### src/rtl/brpred_pkg.sv
package brpred_pkg;

  // Selector values whose meaning is not a branch condition
  localparam logic [3:0] SEL_TO_FLAG  = 4'd0;
  localparam logic [3:0] SEL_ILLEGAL  = 4'd9;
  localparam logic [3:0] SEL_SET_FLAG = 4'd12;
  localparam logic [3:0] SEL_CLR_FLAG = 4'd13;
  localparam logic [3:0] SEL_SVC      = 4'd14;

  typedef struct packed {
    logic takeBr;
    logic flagWr;
    logic flagVal;
    logic svc;
    logic illegal;
  } ctrlStrb_t;

  // Truth of a branch condition; selectors without a condition yield 0
  function automatic logic evalCond(input logic [3:0] sel, input logic z,
                                    input logic v, input logic c);
    logic r;
    case (sel)
      4'd1:    r = c;
      4'd2:    r = z;
      4'd3:    r = c | z;
      4'd4:    r = ~c & ~z;
      4'd5:    r = ~z;
      4'd6:    r = ~c;
      4'd7:    r = ~v;
      4'd8:    r = v;
      4'd10:   r = c;
      4'd11:   r = ~c;
      4'd15:   r = 1'b1;
      default: r = 1'b0;
    endcase
    return r;
  endfunction

endpackage

### src/rtl/brpred_ctrl.sv
module brpred_ctrl
  import brpred_pkg::*;
(
  input  logic      clk,
  input  logic      rst_n,
  input  logic      instValid,
  input  logic [3:0] condField,
  input  logic [3:0] selNibble,
  input  logic      ccZ,
  input  logic      ccV,
  input  logic      ccC,
  output ctrlStrb_t strb
);

  logic brHolds;
  logic nibHolds;

  always_comb begin
    brHolds  = evalCond(condField, ccZ, ccV, ccC);
    nibHolds = evalCond(selNibble, ccZ, ccV, ccC);
    strb     = '0;
    if (instValid) begin
      case (condField)
        SEL_TO_FLAG: begin
          strb.flagWr  = 1'b1;
          strb.flagVal = nibHolds;
        end
        SEL_SET_FLAG: begin
          strb.flagWr  = nibHolds;
          strb.flagVal = 1'b1;
        end
        SEL_CLR_FLAG: begin
          strb.flagWr  = nibHolds;
          strb.flagVal = 1'b0;
        end
        SEL_SVC:     strb.svc     = 1'b1;
        SEL_ILLEGAL: strb.illegal = 1'b1;
        default:     strb.takeBr  = brHolds;
      endcase
    end
  end

  AST_ONE_ACTION: assert property (@(posedge clk) disable iff (!rst_n)
    $onehot0({strb.takeBr, strb.flagWr, strb.svc, strb.illegal}));

  AST_ALWAYS_TAKEN: assert property (@(posedge clk) disable iff (!rst_n)
    (instValid && condField == 4'd15) |-> strb.takeBr);

  AST_SEL9_ILLEGAL: assert property (@(posedge clk) disable iff (!rst_n)
    (instValid && condField == 4'd9) |-> (strb.illegal && !strb.flagWr));

  AST_IDLE_QUIET: assert property (@(posedge clk) disable iff (!rst_n)
    !instValid |-> (strb == '0));

endmodule

### src/rtl/brpred_dpath.sv
module brpred_dpath
  import brpred_pkg::*;
#(
  parameter int ADDR_W = 32,
  parameter int OPND_W = 8
) (
  input  logic              clk,
  input  logic              rst_n,
  input  ctrlStrb_t         strb,
  input  logic [ADDR_W-1:0] instAddr,
  input  logic [OPND_W-1:0] operand,
  output logic              branchTaken,
  output logic [ADDR_W-1:0] branchTarget,
  output logic              predFlag,
  output logic              svcReq,
  output logic [OPND_W-1:0] svcCode,
  output logic              illegalOp
);

  localparam int EXT_W = ADDR_W - OPND_W;
  localparam logic [ADDR_W-1:0] PARCEL_BYTES = ADDR_W'(2);

  logic [ADDR_W-1:0] dispExt;
  logic [ADDR_W-1:0] nextTgt;

  always_comb begin
    dispExt = {{EXT_W{operand[OPND_W-1]}}, operand};
    nextTgt = instAddr + PARCEL_BYTES + (dispExt << 1);
  end

  always_ff @(posedge clk) begin
    if (!rst_n) begin
      branchTaken  <= 1'b0;
      branchTarget <= '0;
      predFlag     <= 1'b0;
      svcReq       <= 1'b0;
      svcCode      <= '0;
      illegalOp    <= 1'b0;
    end else begin
      branchTaken <= strb.takeBr;
      svcReq      <= strb.svc;
      illegalOp   <= strb.illegal;
      if (strb.takeBr) branchTarget <= nextTgt;
      if (strb.flagWr) predFlag     <= strb.flagVal;
      if (strb.svc)    svcCode      <= operand;
    end
  end

  AST_FLAG_HOLD: assert property (@(posedge clk) disable iff (!rst_n)
    !$past(strb.flagWr) |-> $stable(predFlag));

  AST_SVC_EXCL: assert property (@(posedge clk) disable iff (!rst_n)
    svcReq |-> (!branchTaken && !illegalOp));

  AST_SVC_PULSE: assert property (@(posedge clk) disable iff (!rst_n)
    strb.svc |=> (svcReq && svcCode == $past(operand)));

endmodule

### src/rtl/brpred_unit.sv
module brpred_unit
  import brpred_pkg::*;
#(
  parameter int ADDR_W = 32,
  parameter int OPND_W = 8
) (
  input  logic              clk,
  input  logic              rst_n,
  input  logic              instValid,
  input  logic [3:0]        condField,
  input  logic [OPND_W-1:0] operand,
  input  logic [ADDR_W-1:0] instAddr,
  input  logic              ccZ,
  input  logic              ccV,
  input  logic              ccC,
  output logic              branchTaken,
  output logic [ADDR_W-1:0] branchTarget,
  output logic              predFlag,
  output logic              svcReq,
  output logic [OPND_W-1:0] svcCode,
  output logic              illegalOp
);

  ctrlStrb_t strb;

  brpred_ctrl u_ctrl (
    .clk       (clk),
    .rst_n     (rst_n),
    .instValid (instValid),
    .condField (condField),
    .selNibble (operand[3:0]),
    .ccZ       (ccZ),
    .ccV       (ccV),
    .ccC       (ccC),
    .strb      (strb)
  );

  brpred_dpath #(.ADDR_W(ADDR_W), .OPND_W(OPND_W)) u_dpath (
    .clk          (clk),
    .rst_n        (rst_n),
    .strb         (strb),
    .instAddr     (instAddr),
    .operand      (operand),
    .branchTaken  (branchTaken),
    .branchTarget (branchTarget),
    .predFlag     (predFlag),
    .svcReq       (svcReq),
    .svcCode      (svcCode),
    .illegalOp    (illegalOp)
  );

endmodule

### config.mk
export PLATFORM = sky130hd
export DESIGN_NAME = brpred_unit
export DESIGN_NICKNAME = d
export VERILOG_FILES = /design/src/rtl/brpred_pkg.sv /design/src/rtl/brpred_ctrl.sv /design/src/rtl/brpred_dpath.sv /design/src/rtl/brpred_unit.sv
export SDC_FILE = /design/constraint.sdc
export NUM_CORES = 1
export LEC_CHECK = 0
export BUFFER_PORTS_ARGS = -buffer_cell sky130_fd_sc_hd__buf_2
export CELL_PAD_IN_SITES_DETAIL_PLACEMENT = 2
export CELL_PAD_IN_SITES_GLOBAL_PLACEMENT = 2
export CORE_UTILIZATION = 34
export CTS_BUF_LIST = sky130_fd_sc_hd__clkbuf_2 sky130_fd_sc_hd__clkbuf_4 sky130_fd_sc_hd__clkbuf_8
export DETAILED_ROUTE_END_ITERATION = 6
export GPL_TIMING_DRIVEN = 0
export PLACE_DENSITY = 0.92
export SYNTH_ARGS = -nofsm -noshare
export SYNTH_HDL_FRONTEND = slang
export SYNTH_SLANG_ARGS = --single-unit
export TNS_END_PERCENT = 30
### constraint.sdc
create_clock -name clk -period 4.63 [get_ports clk]
set_input_delay 0.463 -clock clk [delete_from_list [all_inputs] [get_ports clk]]
set_output_delay 0.463 -clock clk [all_outputs]
set_load 0.05 [all_outputs]
==> results.txt <==
----------------------------------------------------
[Global route]
  First-pass GRT wire length ... 22,140 um
  Largest net degree at the start of global routing ... 26
  Total GRT Usage ... 0.2454
  Number of global-route vias before repair ... 4,407
  Total congestion overflow after global routing ... 0
  Initial antenna violation count ... 0

[Critical path]
  Type of the setup path with the least slack ... primary input to flop
  Arrival @ worst endpoint ... 3620 ps
  Number of cells on the worst reg-to-reg path ... 3
  Critical Path Start Type ... primary input
  Worst setup slack for register-to-register paths ... 3720 ps
  Master of the slowest instance on the critical path ... sky130_fd_sc_hd__o311ai_0
  Largest fanout on the critical path ... 25
  Critical R2R Capture ... u_dpath.branchTarget[31]
  Cell chain of the critical path ... buf_2 > ha_1 > ha_1 > nand2_1 > o21ai_0 > a21oi_1 > o311ai_0 > a21oi_1 > and4b_1 > a2111o_1
  First element of the critical path ... operand[7]
  Setup crit end ... u_dpath.branchTarget[30]
  Endpoint class of the critical path ... flop
  Critical path depth in cells ... 10
  Required time of the worst setup path ... 4830 ps
  Worst path top cell family by delay ... compound AO/OA/AOI/OAI gates
  Maximum single-stage delay on the critical path ... 600 ps
  Number of buffer and inverter stages on the critical path ... 1
  Source of the worst register-to-register timing path ... u_dpath.branchTarget[31]

[CTS]
  Number of levels the H-tree was split into ... 2
  Post-CTS repair timing setup buffer count ... 0
  Clock root buffer ... sky130_fd_sc_hd__clkbuf_8
  Latest clock arrival within the worst-skew pair ... 310 ps
  CTS resizes ... 0
  Number of CTS-inserted buffers ... 5
  Largest buffer count on any clock path ... 2
  CTS hold repair buffers ... 0
  CTS tree ... yes
  Worst-path clk slew ... 90 ps
  TritonCTS Sinks ... 44

[Floorplan]
  Placeable Area ... 10,840 sq um
  Floorplan die width ... 107.7 um
  I/O pin count ... 94
  Row Count ... 38
  Die Footprint ... 11,590 sq um
  Effective utilization at floorplan ... 0.3502
  Floorplan die height ... 107.7 um

[Logic synthesis]
  Area leader, netlist ... sky130_fd_sc_hd__dfxtp_1
  Dominant register cell in the synthesized netlist ... sky130_fd_sc_hd__dfxtp_1
  Yosys warnings ... 0
  Portion of the post-synthesis area used by sequential elements ... 0.2320
  Post-synthesis instance total ... 468
  Post-synthesis net count ... 578
  Combined area of all synthesized cells ... 3796 sq um
  Synth top area share ... 0.2320
  Synthesized area divided by synthesized cell count ... 8.111 sq um
  Synthesis-stage register bit count ... 44
  Post-synthesis cell type count ... 67
  Number of synthesized flops with an enable pin ... 0
  Fraction of synthesis flops using an asynchronous set or reset pin ... 0
  Top cells by area, synth ... sky130_fd_sc_hd__dfxtp_1 23%, sky130_fd_sc_hd__ha_1 19%, sky130_fd_sc_hd__a21oi_1 6.5%, sky130_fd_sc_hd__nand2_1 5.4%, sky130_fd_sc_hd__nor2_1 4.1%

[Route]
  # DRC ... 0
  Vias post-DR ... 4,038
  Routed Wire Length ... 14,020 um
  Iteration-0 DRC count of the detailed router ... 138
  Average wire per cell in the routed design ... 19.86 um
  Routed Antenna Nets ... 0
  Detail-routed via count per cell ... 5.720
  First-pass DRT Iterations ... 4

[Power and ir drop]
  Net switching power of the design ... 573.7 uW
  Sequential group share of total power ... 0.310
  Clock network fraction of total power ... 0.238
  Internal power ... 768.0 uW
  Switching share of power ... 0.4276
  Logic pwr share ... 0.452
  PD cells ... 295.7 nW/um^2
  Leakage power ... 0.002203 uW
  Max rail drop VDD ... 0.1302 mV

[Finish]
  Count of placed standard cells in the final layout, fillers left out ... 706
  Final net count ... 675
  FF/Latch Area ... 880.8 sq um
  Final-layout fill cell count ... 1,238
  Multi-input gate area ... 2735 sq um
  Area grow syn2layout ... 19.55%
  Fraction of layout cells with a size suffix above 1 ... 0.2208
  N_diodes ... 0

[Timing]
  Unrepaired setup endpoints after global routing ... false
  Min Clock Period, post-route ... 3421 ps
  Worst slew margin relative to its limit ... 0.5600
  Final Setup Violations ... 0
  Slew Limit Fails ... 0
  Fmax ... 292.3 MHz
  Number of hold-slack violations in the final timing report ... 0
  Worst-margin pin slew ... 660.0 ps
  Sum of negative setup slack ... 0 ps
  Final Skew ... 0 ps
  Worst-case setup margin in the final layout ... 1209 ps
  Fraction of the cycle the final worst path needs ... 0.7389

[Flow run]
  MaxCap Viol Count ... 0

[Placement]
  Post-placement setup slack ... 889.0 ps
  Weighted congestion reported at the end of routability-driven placement ... 0.8556
  Placed insts ... 698
  Half-perimeter wire length after detailed placement ... 11,430 um
  I/O Buffers ... 90

[Min path]
  Kind of path behind the tightest hold check ... primary input to flop
  Worst Hold Depth ... 3

[Outcome]
  Status ... finished, final reports clean

----------------------------------------------------
[through the flow]
| stage | util | total power [uW] | hold WS [ps] | area (sq um) |
|---|---|---|---|---|
| final | 0.4186 | 1342 | 392.8 | 4538 |
| after global routing | 0.4186 | 1408 | 384.7 | 4538 |
| after CTS | 0.4186 | 1347 | 389.1 | 4538 |
| after floorplan | - | 839.8 | 592.7 | 3796 |
| after detailed placement | 0.4079 | 1023 | 451.1 | 4422 |
| after global placement | 0.4079 | 980.0 | 438.9 | 4422 |
[power by group through the flow]
stage          Sequential (uW)  Clock, uW  Combinational, uW
6_report                   416        319                606
5_1_grt                    418        334                655
4_1_cts                    416        325                606
3_5_place_dp               425          0                598
3_3_place_gp               422          0                558
2_1_floorplan              504          0                336
[worst reg2reg max path, cell delays in order (launching register included)]
cell	delay (ps)
sky130_fd_sc_hd__dfxtp_1	360
sky130_fd_sc_hd__a21oi_1	50
sky130_fd_sc_hd__a31o_2	230
sky130_fd_sc_hd__o22ai_1	190
[synthesized netlist by cell type (3+ instances only)]
| master | n |
|---|---|
| sky130_fd_sc_hd__a21o_1 | 9 |
| sky130_fd_sc_hd__xor2_1 | 11 |
| sky130_fd_sc_hd__o22ai_1 | 3 |
| sky130_fd_sc_hd__a21oi_1 | 49 |
| sky130_fd_sc_hd__ha_1 | 59 |
| sky130_fd_sc_hd__mux2i_1 | 12 |
| sky130_fd_sc_hd__inv_1 | 14 |
| sky130_fd_sc_hd__a22o_1 | 10 |
| sky130_fd_sc_hd__nand2b_1 | 3 |
| sky130_fd_sc_hd__o211ai_1 | 3 |
| sky130_fd_sc_hd__a31oi_1 | 9 |
| sky130_fd_sc_hd__dfxtp_1 | 44 |
| sky130_fd_sc_hd__nand4_1 | 6 |
| sky130_fd_sc_hd__clkbuf_1 | 11 |
| sky130_fd_sc_hd__nor2_1 | 41 |
| sky130_fd_sc_hd__o21ai_0 | 18 |
| sky130_fd_sc_hd__nor3_1 | 11 |
| sky130_fd_sc_hd__xnor2_1 | 15 |
| sky130_fd_sc_hd__nand2_1 | 55 |
| sky130_fd_sc_hd__a211oi_1 | 8 |
| sky130_fd_sc_hd__a21boi_0 | 3 |
| sky130_fd_sc_hd__nand3_1 | 10 |
| sky130_fd_sc_hd__buf_2 | 9 |
[metal layers]
metal  GRT usage  up-vias  routed length, um
met4     0.09883        0                450
met2      0.4670      100               7298
li1            -     1909                  -
met3     0.02300       30                406
met1      0.2767     1999               5863
met5           0        -                  0
[worst min path at each step]
stage                                  start                  endpoint  slack [ps]
floorplan                       condField[3]         u_dpath.illegalOp         590
global placement    u_dpath.branchTarget[21]  u_dpath.branchTarget[21]         440
detailed placement  u_dpath.branchTarget[21]  u_dpath.branchTarget[21]         450
CTS                              instAddr[0]   u_dpath.branchTarget[0]         390
global route                     instAddr[0]   u_dpath.branchTarget[0]         380
finish                           instAddr[0]   u_dpath.branchTarget[0]         390
[cells by family after synthesis]
kind of cell / synth area share
and+or+nand+nor: 0.1777
AOI/OAI and AO/OA: 0.2515
adders and majority gates: 0.1997
DFF: 0.2320
buffers and inverters: 0.04746
xor gates and xnor gates: 0.05999
muxes: 0.03164
[sequential cells by signal (all words and copies together), names as in the netlist]
register / cells
u_dpath.branchTarget: 32
u_dpath.svcCode: 8
u_dpath.branchTaken: 1
u_dpath.illegalOp: 1
u_dpath.predFlag: 1
u_dpath.svcReq: 1
[final cells by class]
cell class,instances,area share
sequential,44,0.1941
clock buffer,5,0.01516
timing repair buffer,90,0.09926
clock inverter,3,0.01048
multi-input combinational,385,0.6027
inverter,15,0.01241
buffer,24,0.02730
tap,140,0.03860
[placed cells by master (no fill, tap or decap), types with 9 or more instances in the layout]
master                     Yosys  routed
sky130_fd_sc_hd__a21o_1        9       9
sky130_fd_sc_hd__nor2_1       41      41
sky130_fd_sc_hd__mux2i_1      12      12
sky130_fd_sc_hd__a22o_1       10      10
sky130_fd_sc_hd__a31oi_1       9       9
sky130_fd_sc_hd__clkbuf_1     11      11
sky130_fd_sc_hd__nand3_1      10      10
sky130_fd_sc_hd__nor3_1       11      11
sky130_fd_sc_hd__nand2_1      55      55
sky130_fd_sc_hd__inv_1        14      14
sky130_fd_sc_hd__ha_1         59      59
sky130_fd_sc_hd__o21ai_0      18      18
sky130_fd_sc_hd__buf_2         9      99
sky130_fd_sc_hd__xnor2_1      15      15
sky130_fd_sc_hd__dfxtp_1      44      44
sky130_fd_sc_hd__a21oi_1      49      49
sky130_fd_sc_hd__xor2_1       11      11
No activity file was read; power rests on OpenSTA's default activity.
